File: config.mk
export PLATFORM = sky130hd
export DESIGN_NAME = wake_timer
export DESIGN_NICKNAME = d
export VERILOG_FILES = /design/src/rtl/wake_timer.sv
export SDC_FILE = /design/constraint.sdc
export NUM_CORES = 1
export LEC_CHECK = 0
export BUFFER_PORTS_ARGS = -buffer_cell sky130_fd_sc_hd__buf_2
export CORE_UTILIZATION = 44
export CTS_CLUSTER_DIAMETER = 80
export DETAILED_ROUTE_END_ITERATION = 16
export GPL_TIMING_DRIVEN = 0
export PLACE_DENSITY_LB_ADDON = 0.25
export SLEW_MARGIN = 25
export SYNTH_ARGS = -nofsm -noshare
export SYNTH_HDL_FRONTEND = slang
export SYNTH_SLANG_ARGS = --single-unit
File: constraint.sdc
create_clock -name clk -period 3 [get_ports clk]
set_input_delay 0.6 -clock clk [delete_from_list [all_inputs] [get_ports clk]]
set_output_delay 0.6 -clock clk [all_outputs]
set_load 0.005 [all_outputs]
File: src/rtl/wake_timer.sv
module wake_timer #(
  parameter int ADDR_W     = 5,
  parameter int PRE_HI_LOG = 9,
  parameter int PRE_LO_LOG = 5,
  parameter int BUSY_TICKS = 3
) (
  input  logic              clk,
  input  logic              rst_n,
  input  logic              bus_sel,
  input  logic              bus_wr,
  input  logic [ADDR_W-1:0] bus_addr,
  input  logic [31:0]       bus_wdata,
  output logic [31:0]       bus_rdata,
  input  logic [3:0]        tick_src,
  output logic              irq
);
  localparam int BUSY_W = $clog2(BUSY_TICKS + 1);
  localparam logic [ADDR_W-1:0] A_CTRL = ADDR_W'(0);
  localparam logic [ADDR_W-1:0] A_STAT = ADDR_W'(4);
  localparam logic [ADDR_W-1:0] A_CNT  = ADDR_W'(8);
  localparam logic [ADDR_W-1:0] A_INT  = ADDR_W'(12);
  localparam logic [ADDR_W-1:0] A_ALM  = ADDR_W'(16);

  logic run_q, aie_q, pen_q, pie_q, pre_hi_q, pre_lo_q;
  logic [1:0] src_q;
  logic [31:0] count_q, interval_q, alarm_q, pcnt_q;
  logic [PRE_HI_LOG-1:0] hi_q;
  logic [PRE_LO_LOG-1:0] lo_q;
  logic [BUSY_W-1:0] busy_q;
  logic aflag_q, pflag_q;

  logic wr, wr_ctrl, wr_stat, wr_int, wr_alm;
  assign wr      = bus_sel & bus_wr;
  assign wr_ctrl = wr & (bus_addr == A_CTRL);
  assign wr_stat = wr & (bus_addr == A_STAT);
  assign wr_int  = wr & (bus_addr == A_INT);
  assign wr_alm  = wr & (bus_addr == A_ALM);

  logic raw_tick, stage1, stage2, cnt_tick;
  assign raw_tick = tick_src[src_q] & (src_q != 2'd1);
  assign stage1   = pre_hi_q ? (raw_tick & (&hi_q)) : raw_tick;
  assign stage2   = pre_lo_q ? (stage1 & (&lo_q)) : stage1;
  assign cnt_tick = run_q & stage2;

  logic busy, alarm_take, run_rise, alarm_hit, per_active, per_hit;
  logic [31:0] count_nx, pcnt_nx;
  assign busy       = (busy_q != '0);
  assign alarm_take = wr_alm & ~busy;
  assign run_rise   = wr_ctrl & bus_wdata[31] & ~run_q;
  assign count_nx   = count_q + 32'd1;
  assign pcnt_nx    = pcnt_q + 32'd1;
  assign alarm_hit  = cnt_tick & (alarm_q != '0) & (count_nx == alarm_q);
  assign per_active = run_q & pen_q & (interval_q != '0);
  assign per_hit    = per_active & cnt_tick & (pcnt_nx == interval_q);

  always_ff @(posedge clk or negedge rst_n) begin
    if (!rst_n) begin
      run_q <= 1'b0; aie_q <= 1'b0; pen_q <= 1'b0; pie_q <= 1'b0;
      src_q <= 2'd0; pre_hi_q <= 1'b0; pre_lo_q <= 1'b0;
    end else if (wr_ctrl) begin
      run_q <= bus_wdata[31];
      aie_q <= bus_wdata[30];
      pen_q <= bus_wdata[15];
      pie_q <= bus_wdata[14];
      if (!run_q) begin
        src_q    <= bus_wdata[13:12];
        pre_hi_q <= bus_wdata[11];
        pre_lo_q <= bus_wdata[10];
      end
    end
  end

  always_ff @(posedge clk or negedge rst_n) begin
    if (!rst_n) begin
      hi_q <= '0; lo_q <= '0;
    end else if (!run_q) begin
      hi_q <= '0; lo_q <= '0;
    end else begin
      if (pre_hi_q && raw_tick) hi_q <= hi_q + 1'b1;
      if (pre_lo_q && stage1)   lo_q <= lo_q + 1'b1;
    end
  end

  always_ff @(posedge clk or negedge rst_n) begin
    if (!rst_n)        count_q <= '0;
    else if (!run_q)   count_q <= '0;
    else if (stage2)   count_q <= count_nx;
  end

  always_ff @(posedge clk or negedge rst_n) begin
    if (!rst_n)           pcnt_q <= '0;
    else if (!per_active) pcnt_q <= '0;
    else if (cnt_tick)    pcnt_q <= per_hit ? '0 : pcnt_nx;
  end

  always_ff @(posedge clk or negedge rst_n) begin
    if (!rst_n)                    busy_q <= '0;
    else if (alarm_take | run_rise) busy_q <= BUSY_W'(BUSY_TICKS);
    else if (busy && raw_tick)     busy_q <= busy_q - 1'b1;
  end

  always_ff @(posedge clk or negedge rst_n) begin
    if (!rst_n) begin
      alarm_q <= '0; interval_q <= '0;
    end else begin
      if (alarm_take) alarm_q <= bus_wdata;
      if (wr_int)     interval_q <= bus_wdata;
    end
  end

  always_ff @(posedge clk or negedge rst_n) begin
    if (!rst_n) begin
      aflag_q <= 1'b0; pflag_q <= 1'b0;
    end else begin
      aflag_q <= alarm_hit | (aflag_q & ~(wr_stat & bus_wdata[29]));
      pflag_q <= per_hit   | (pflag_q & ~(wr_stat & bus_wdata[13]));
    end
  end

  assign irq = (aflag_q & aie_q) | (pflag_q & pie_q);

  always_comb begin
    bus_rdata = '0;
    case (bus_addr)
      A_CTRL: begin
        bus_rdata[31] = run_q;   bus_rdata[30] = aie_q;
        bus_rdata[15] = pen_q;   bus_rdata[14] = pie_q;
        bus_rdata[13:12] = src_q;
        bus_rdata[11] = pre_hi_q; bus_rdata[10] = pre_lo_q;
      end
      A_STAT: begin
        bus_rdata[29] = aflag_q;
        bus_rdata[18] = busy;
        bus_rdata[13] = pflag_q;
      end
      A_CNT:   bus_rdata = count_q;
      A_INT:   bus_rdata = interval_q;
      A_ALM:   bus_rdata = alarm_q;
      default: bus_rdata = '0;
    endcase
  end

  AST_IDLE_ZERO: assert property (@(posedge clk) disable iff (!rst_n)
    !run_q |=> count_q == '0);
  AST_HOLD_NO_TICK: assert property (@(posedge clk) disable iff (!rst_n)
    (run_q && !stage2) |=> $stable(count_q));
  AST_RSV_STOP: assert property (@(posedge clk) disable iff (!rst_n)
    (run_q && src_q == 2'd1) |=> $stable(count_q));
  AST_CFG_LOCK: assert property (@(posedge clk) disable iff (!rst_n)
    (wr_ctrl && run_q) |=> $stable(src_q) && $stable(pre_hi_q) && $stable(pre_lo_q));
  AST_ZERO_DISARM: assert property (@(posedge clk) disable iff (!rst_n)
    (alarm_q == '0 && !aflag_q) |=> !aflag_q);
  AST_BUSY_BLOCK: assert property (@(posedge clk) disable iff (!rst_n)
    (wr_alm && busy) |=> $stable(alarm_q));
  AST_NO_PER_IDLE: assert property (@(posedge clk) disable iff (!rst_n)
    (!per_active && !pflag_q) |=> !pflag_q);
  AST_W1C_ALARM: assert property (@(posedge clk) disable iff (!rst_n)
    (wr_stat && bus_wdata[29] && !alarm_hit) |=> !aflag_q);
endmodule

# Yosys cells after proc, flatten, opt, wreduce, memory -nomap -nowiden
# Index checks and enable logic that the tools add are counted.
# totals
output_inout_bits	33
register_bits	154
in_bits	45
word_cells	100
# classes
n_eq_ne	11
n_addsub	5
n_bitwise	32
reduce_logical	11
n_mux	24
order_cmp	1
# ops
cell	n
$mux 32	5
$add 32x1->32 const B	2
$eq 32x32->1	2
$reduce_bool 32->1	2
$pmux 10 s3	2
$and 1x1->1	24
$mux 9	2
$pmux 2 s4	2
$pmux 3 s4	1
$eq 5x4->1 const B	2
$mux 5	2
$add 9x1->9 const B	1
$reduce_and 9->1	1
$ne 2x1->1 const B	4
$pmux 1 s4	2
$pmux 2 s3	1
$add 5x1->5 const B	1
$eq 5x3->1 const B	1
$eq 5x5->1 const B	1
$logic_not 5->1	1
$pmux 1 s5	1
$reduce_and 5->1	1
$mux 2	2
$not 1->1	4
9 further kinds	17

# Longest topological paths before layout
# Gate-level depths: netlist of the first run.
# logic_depth
word_depth	13
depth_mapped	12
depth_no_buf	11

# Worst setup path before layout of the first run
# No wires, ideal clock.
# synth_timing
kind	flip-flop to flip-flop
from	reg pcnt_q[0]
to	reg pcnt_q[21]
n_path_buf	1
required_time_ps	2881
stages_incl_launch_ff	11
path_slack_ps	-175
arrival_ps	3056
synth_period_minus_slack_ps	3175
setup_time_ps	119
cell_sequence	dfrtp_1 > ha_1 > nand3_1 > nor4_4 > nand2_2 > or4b_1 > a22o_1 > or4_4 > o21ai_4 > buf_6 > nor2_1
# synth_between
elab_chain_cells	6
# synth_rtl
element	line	rtl
start, declared	26	logic [31:0] count_q, interval_q, alarm_q, pcnt_q;
start signal, assigned	93	else if (cnt_tick) pcnt_q <= per_hit ? '0 : pcnt_nx;
$add 32x1->32 (*)	51	assign pcnt_nx = pcnt_q + 32'd1;
$eq 32x32->1	54	assign per_hit = per_active & cnt_tick & (pcnt_nx == interval_q);
$and 1x1->1	54	
$mux 32 (*) (2 in series)	93	
$mux 32 (*)	92	else if (!per_active) pcnt_q <= '0;
# Mark *: on every way between the ends. The rest lies on a longest branch, timed or not. The select of a mux whose other input is x is not followed.
# A chain may end at the register's enable or synchronous reset.

# Worst setup path in the final report of the first run
# layout_timing
from	reg pcnt_q[10]
to	reg pcnt_q[8]
# layout_between
elab_chain_cells	6
# layout_rtl
element	line
$add 32x1->32	51
$eq 32x32->1	54
$and 1x1->1	54
$mux 32 (2 in series)	93
$mux 32	92
# No other way between the ends. The select of a mux whose other input is x is not followed.

==> flow_summary_export.csv, run 1 <==
group,metric,value,unit
outcome,status,"complete, but fails checks",
outcome,violations,"negative setup slack",
synth,yosys_warnings,0,
routing,wl,31100,µm
power_and_ir_drop,combinationalPowerShare,0.176,
finish,multi_input_area,5720,µm²
synth,synth_edf_count,0,
finish,layout-drive-gt1-share,0.279,
power_and_ir_drop,power.switching,1.72,mW
placed_design,dp_slack,-0.828,ns
timing,tns,-6.09,ns
clock_network,ctsLongestPathBuffers,2,
run,drv_cap,0,
synth,syn_nets,1095,
timing,rsz0062_at_grt,"yes",
finish,layout.filler_cells,2006,
grt,grt_pass1_wl,48100,µm
synth,synth_common_cells,"dfrtp_1 (154), nand2_1 (89), xnor2_1 (85), nor2_1 (80), mux2_2 (74)",
routing,drt_iter0_markers,799,
timing,relSlewSlack,0.340,
synth,yosysSeqAreaShare,0.396,
worst_setup_path,r2r_slack,-0.22,ns
worst_setup_path,worst-path-max-fanout,6,
synth,synth_top_area_frac,0.396,
clock_network,cts_inserted_buffers,17,
placed_design,hpwl,22600,µm
routing,post-route-drc-count,0,
grt,overflow,0,
worst_setup_path,crit_family,"simple AND/OR/NAND/NOR gates",
worst_setup_path,r2r_start,"pcnt_q[10]",
die,die_area,22700,µm²
synth,synth-main-ff-cell,"dfrtp_1",
power_and_ir_drop,p_clk_frac,0.390,
routing,num_vias,8764,
synth,yosys-top-cells-area,"dfrtp_1 (40%), mux2_2 (8.6%), xnor2_1 (7.6%)",
synth,syn_area,9740,µm²
worst_setup_path,criticalPathCategory,"flop to flop",
power_and_ir_drop,peakVddDrop,307,µV
die,die_h,151,µm
timing,skew,0.00934,ns
synth,syn-mean-instance-area,9.34,µm²
placed_design,dpl-instance-area,10500,µm²
worst_setup_path,slowest_delay,0.52,ns
synth,synth_most_common_cell,"dfrtp_1",
finish,fin_util,0.540,
timing,fmax,311,MHz
worst_setup_path,slowest_stage,"nor4_4",
placed_design,place_congestion,0.926,
power_and_ir_drop,swShare,0.309,
finish,layout.area.seq,3880,µm²
clock_network,cts.sinks,154,
routing,drtPass1Iterations,7,
routing,viasPerCell,6.02,
worst_setup_path,crit_required,3.33,ns
synth,synth_async_sr_flop_share,1.00,
clock_network,cts_hold_repair.buffers,0,
power_and_ir_drop,seqPwrFrac,0.434,
synth,yosys.area.top_type,"dfrtp_1",
worst_setup_path,timing.rr.end,"pcnt_q[8]",
die,io_pins,78,
finish,n_antenna_cell,0,
routing,wl_per_cell,21.4,µm
timing,max_slew.worst_pin.slew,0.981,ns
finish,design_area,11800,µm²
synth,syn_inst,1043,
timing,hold_viol,0,
power_and_ir_drop,intPower,3.85,mW
clock_network,cts-root-buf,"clkbuf_16",
placed_design,io_buffers,75,
worst_setup_path,critPathArrivalTime,3.55,ns
power_and_ir_drop,p_per_area,474,nW/µm²
clock_network,htree_levels,4,
grt,grt_start_max_net_pins,89,
die,fp.dieW,151,µm
clock_network,cts_tree,"built",
timing,timing.final.ws_setup,-0.220,ns
die,rows,54,
timing,fin_crit_sh,1.07,
finish,stdcell_count,1456,
finish,nets,1215,
grt,antenna_found_initial,0,
die,start_util,0.448,
timing,final_max_slew_viol_count,0,
synth,ys_seq_elements,154,
routing,ant_nets,0,
worst_setup_path,rr_worst_depth,11,
worst_setup_path,path_cells,"buf_6 -> nand4_1 -> nor4_4 -> nand2_2 -> or4b_4 -> a22o_1 -> or4_4 -> o21ai_4 -> buf_12 -> clkbuf_16 -> nor2_1",
finish,area_growth,20.7,%
clock_network,clkLatencyLatePin,0.44,ns
timing,setup_viol,33,
worst_setup_path,crit_path_start_kind,"flop",
clock_network,clk_pin_slew,0.07,ns
timing,period_needed,3.22,ns
synth,ys_types,61,
die,fp.coreArea,21800,µm²
grt,track_usage,0.282,
hold_path,hold_path.class,"primary input to asynchronous set/reset pin",
worst_setup_path,end_kind,"flop",
placed_design,dp_cells,1399,
grt,grt_pass1_vias,8516,
power_and_ir_drop,p_leak,5.28,nW
worst_setup_path,worst-path-buf-inv,3,
placed cells by master, fill, tap and decap left out, types with 36 or more instances in the layout:
cell and n:
dfrtp_1 129, nand2_1 88, xnor2_1 84, buf_2 77, mux2_2 74, nor2_1 68
xor2_1 55, buf_4 43, and2_1 38, inv_1 36
final cells by class:
| class | count | area share |
|---|---|---|
| clock buffers | 21 | 0.0400 |
| multi-input cells | 779 | 0.486 |
| inverters | 36 | 0.0115 |
| plain buffers | 55 | 0.0249 |
| clock inverters | 11 | 0.00947 |
| flip-flops and latches | 154 | 0.330 |
| well taps | 280 | 0.0298 |
| repair buffers | 120 | 0.0676 |
power groups by stage:
stage	clock network, mW	registers, mW	logic, mW
global placement	0	2.45	0.882
global route	2.26	2.43	1.06
finish	2.17	2.42	0.980
CTS	2.18	2.41	0.924
floorplan	0	2.36	0.596
detailed placement	0	2.45	0.904
routing by layer:
metal,wire length [µm],track usage,vias up
met5,0,0,-
met4,864,0.114,0
met3,2420,0.0587,71
met2,13500,0.410,366
met1,14300,0.407,4333
li1,-,-,3994
worst reg2reg max path, stage by stage, from the launching register on:
cell       delay [ns]
dfrtp_1          0.37
buf_6            0.12
nand4_1          0.22
nor4_4           0.52
nand2_2          0.10
or4b_4           0.50
a22o_1           0.25
or4_4            0.51
o21ai_4          0.17
buf_12           0.16
clkbuf_16        0.15
nor2_1           0.04
logic make-up (layout without fill, tap and decap cells):
family	after synthesis	in the layout	share of synthesized area
mux	82	82	0.0937
buf+inv	110	243	0.0449
fa+ha+maj	7	7	0.00899
xor+xnor	140	140	0.126
compound gates	130	130	0.104
simple gates	420	420	0.227
flops	154	154	0.396
timing repair:
item / in CTS / in global routing
setup buffers: 16 / 26
setup endpoints to repair: 59 / 72
pin swaps: 12 / 13
cloned: 0 / 2
gates resized for setup: 48 / 71
state kept, by name, summed over array words and instances, names as in the netlist:
register / flops
pflag_q: 1
count_q: 32
aflag_q: 1
interval_q: 32
pre_lo_q: 1
run_q: 1
src_q: 2
pie_q: 1
alarm_q: 32
busy_q: 2
hi_q: 9
pen_q: 1
pre_hi_q: 1
aie_q: 1
pcnt_q: 32
lo_q: 5
how the worst max path moves through the flow:
stage	start	end	slack, ns	cells past startpoint
after CTS	pcnt_q[0]	pcnt_q[7]	-0.12	11
after detailed placement	pcnt_q[0]	pcnt_q[29]	-0.83	9
after floorplan	pcnt_q[0]	pcnt_q[21]	-0.05	10
final	pcnt_q[10]	pcnt_q[8]	-0.22	11
after global routing	pcnt_q[10]	pcnt_q[14]	-0.26	11
after global placement	rst_n	pcnt_q[7]	-1.07	1
through the flow:
| step | hold slack [ns] | power, mW |
|---|---|---|
| 5_1_grt | 0.151 | 5.76 |
| 3_3_place_gp | 0.509 | 3.33 |
| 6_report | 0.0952 | 5.57 |
| 4_1_cts | 0.129 | 5.52 |
| 3_5_place_dp | 0.506 | 3.35 |
| 2_1_floorplan | 0.304 | 2.96 |
No activity file was read; power rests on OpenSTA's default activity.
==> run 2: changes to the inputs <==
CORE_ASPECT_RATIO = 1.25   (was unset)
==> flow_summary_export.csv, run 2 (synthesis results as in run 1) <==
group,metric,value,unit
worst_setup_path,critPathArrivalTime,3.44,ns
worst_setup_path,criticalPathCategory,"flop to flop",
routing,num_vias,8629,
routing,drt_iter0_markers,722,
clock_network,clkLatencyLatePin,0.45,ns
worst_setup_path,worst-path-max-fanout,6,
timing,rsz0062_at_grt,"yes",
finish,nets,1212,
routing,ant_nets,0,
routing,wl,30900,µm
routing,viasPerCell,5.94,
clock_network,cts.sinks,154,
die,io_pins,78,
power_and_ir_drop,p_per_area,470,nW/µm²
die,start_util,0.451,
grt,grt_start_max_net_pins,76,
finish,area_growth,20.6,%
die,die_area,22700,µm²
timing,timing.final.ws_setup,-0.106,ns
run,drv_cap,0,
timing,relSlewSlack,0.410,
timing,period_needed,3.11,ns
timing,skew,0.00927,ns
worst_setup_path,end_kind,"flop",
grt,grt_pass1_vias,8541,
worst_setup_path,crit_path_start_kind,"flop",
timing,fmax,322,MHz
grt,grt_pass1_wl,48400,µm
finish,layout-drive-gt1-share,0.285,
clock_network,cts_inserted_buffers,17,
timing,max_slew.worst_pin.slew,0.876,ns
die,die_h,168,µm
power_and_ir_drop,peakVddDrop,410,µV
timing,setup_viol,28,
routing,drtPass1Iterations,8,
clock_network,cts_tree,"built",
grt,overflow,0,
finish,layout_commonest_cell,"dfrtp_1",
grt,track_usage,0.284,
placed_design,io_buffers,75,
finish,layout_common_cells,"dfrtp_1 (134), nand2_1 (87), xnor2_1 (84), buf_2 (78), mux2_2 (74)",
timing,fin_crit_sh,1.04,
outcome,status,"complete, but fails checks",
hold_path,hold_path.class,"primary input to asynchronous set/reset pin",
outcome,violations,"negative setup slack",
die,fp.coreArea,21600,µm²
worst_setup_path,rr_worst_depth,12,
timing,final_max_slew_viol_count,0,
placed_design,place_congestion,0.911,
die,rows,60,
finish,n_antenna_cell,0,
power_and_ir_drop,p_leak,5.30,nW
clock_network,clk_pin_slew,0.07,ns
timing,hold_viol,0,
grt,antenna_found_initial,0,
clock_network,cts_hold_repair.buffers,0,
routing,post-route-drc-count,0,
timing,hold-worst-slack,0.000851,ns
clock_network,htree_levels,4,
worst_setup_path,crit_required,3.33,ns
placed_design,hpwl,22900,µm
clock_network,ctsLongestPathBuffers,2,
clock_network,cts-root-buf,"clkbuf_16",
routing,wl_per_cell,21.3,µm
power_and_ir_drop,total_power,5.52,mW
finish,fin_util,0.543,
die,fp.dieW,135,µm
finish,layout.filler_cells,1965,
[run 2: changes by cell type in the layout (fill, tap and decap cells not counted), moves of 3 or more]
cell / previous run / this run
nor2_1: 68 / 58
clkbuf_2: 6 / 9
clkinvlp_4: 5 / 1
inv_6: 2 / 9
dfrtp_2: 25 / 20
buf_8: 3 / 6
buf_4: 43 / 33
nor2_2: 11 / 21
dfrtp_1: 129 / 134
[run 2: layout make-up]
class,count,area (µm²),share of cell area
multi-input cells,779,5750,0.490
flip-flops and latches,154,3880,0.330
repair buffers,115,772,0.0657
clock buffers,18,439,0.0374
well taps,279,349,0.0297
plain buffers,57,297,0.0252
inverters,36,135,0.0115
clock inverters,14,124,0.0105
[run 2: worst paths after layout]
path                          startpoint        endpoint  slack, ns
max                            pcnt_q[1]      pcnt_q[30]      -0.11
min                                rst_n       pcnt_q[3]     0.0009
max reg2reg                    pcnt_q[1]      pcnt_q[30]      -0.11
min reg2reg                    busy_q[1]       busy_q[1]       0.53
max in group asynchronous          rst_n       pcnt_q[9]       2.07
min in group clk           bus_wdata[20]  interval_q[20]       0.40
[run 2: critical path, stage by stage (launching register included)]
cell       delay, ns
dfrtp_1         0.40
buf_6           0.12
nand4_1         0.12
buf_4           0.17
or4_4           0.49
or4_4           0.44
nand3_2         0.09
o2111ai_2       0.13
or4_4           0.54
o21ai_4         0.16
buf_12          0.16
buf_8           0.13
nor2_2          0.04
[run 2: what timing repair did]
action                     CTS  global route
resized for setup           81            47
cloned                       2             0
setup endpoints to repair   62            70
setup buffers               29             8
pin swaps                   34            11
[run 2: where the power goes]
| part | internal, mW | leakage, nW | switching (mW) | total, mW |
|---|---|---|---|---|
| Sequential | 2.21 | 2.08 | 0.209 | 2.42 |
| Clock | 1.11 | 0.276 | 1.01 | 2.12 |
| Combinational | 0.425 | 2.94 | 0.549 | 0.973 |
[run 2: per-layer routing]
layer  track usage  vias up  wire length (µm)
met4         0.157        0              1590
met1         0.351     4257             12500
met2         0.478      303             15400
met5             0        -                 0
met3        0.0343       78              1480
li1              -     3991                 -
[run 2: stage by stage]
stage	setup TNS [ns]	setup WS, ns	std cells	cell area [µm²]
floorplan	-0.981	-0.0487	1043	9750
global placement	-191.79	-1.06	1397	10500
detailed placement	-31.94	-0.825	1399	10500
CTS	-1.19	-0.0623	1446	11600
global route	-6.04	-0.221	1452	11700
finish	-2.43	-0.106	1452	11700
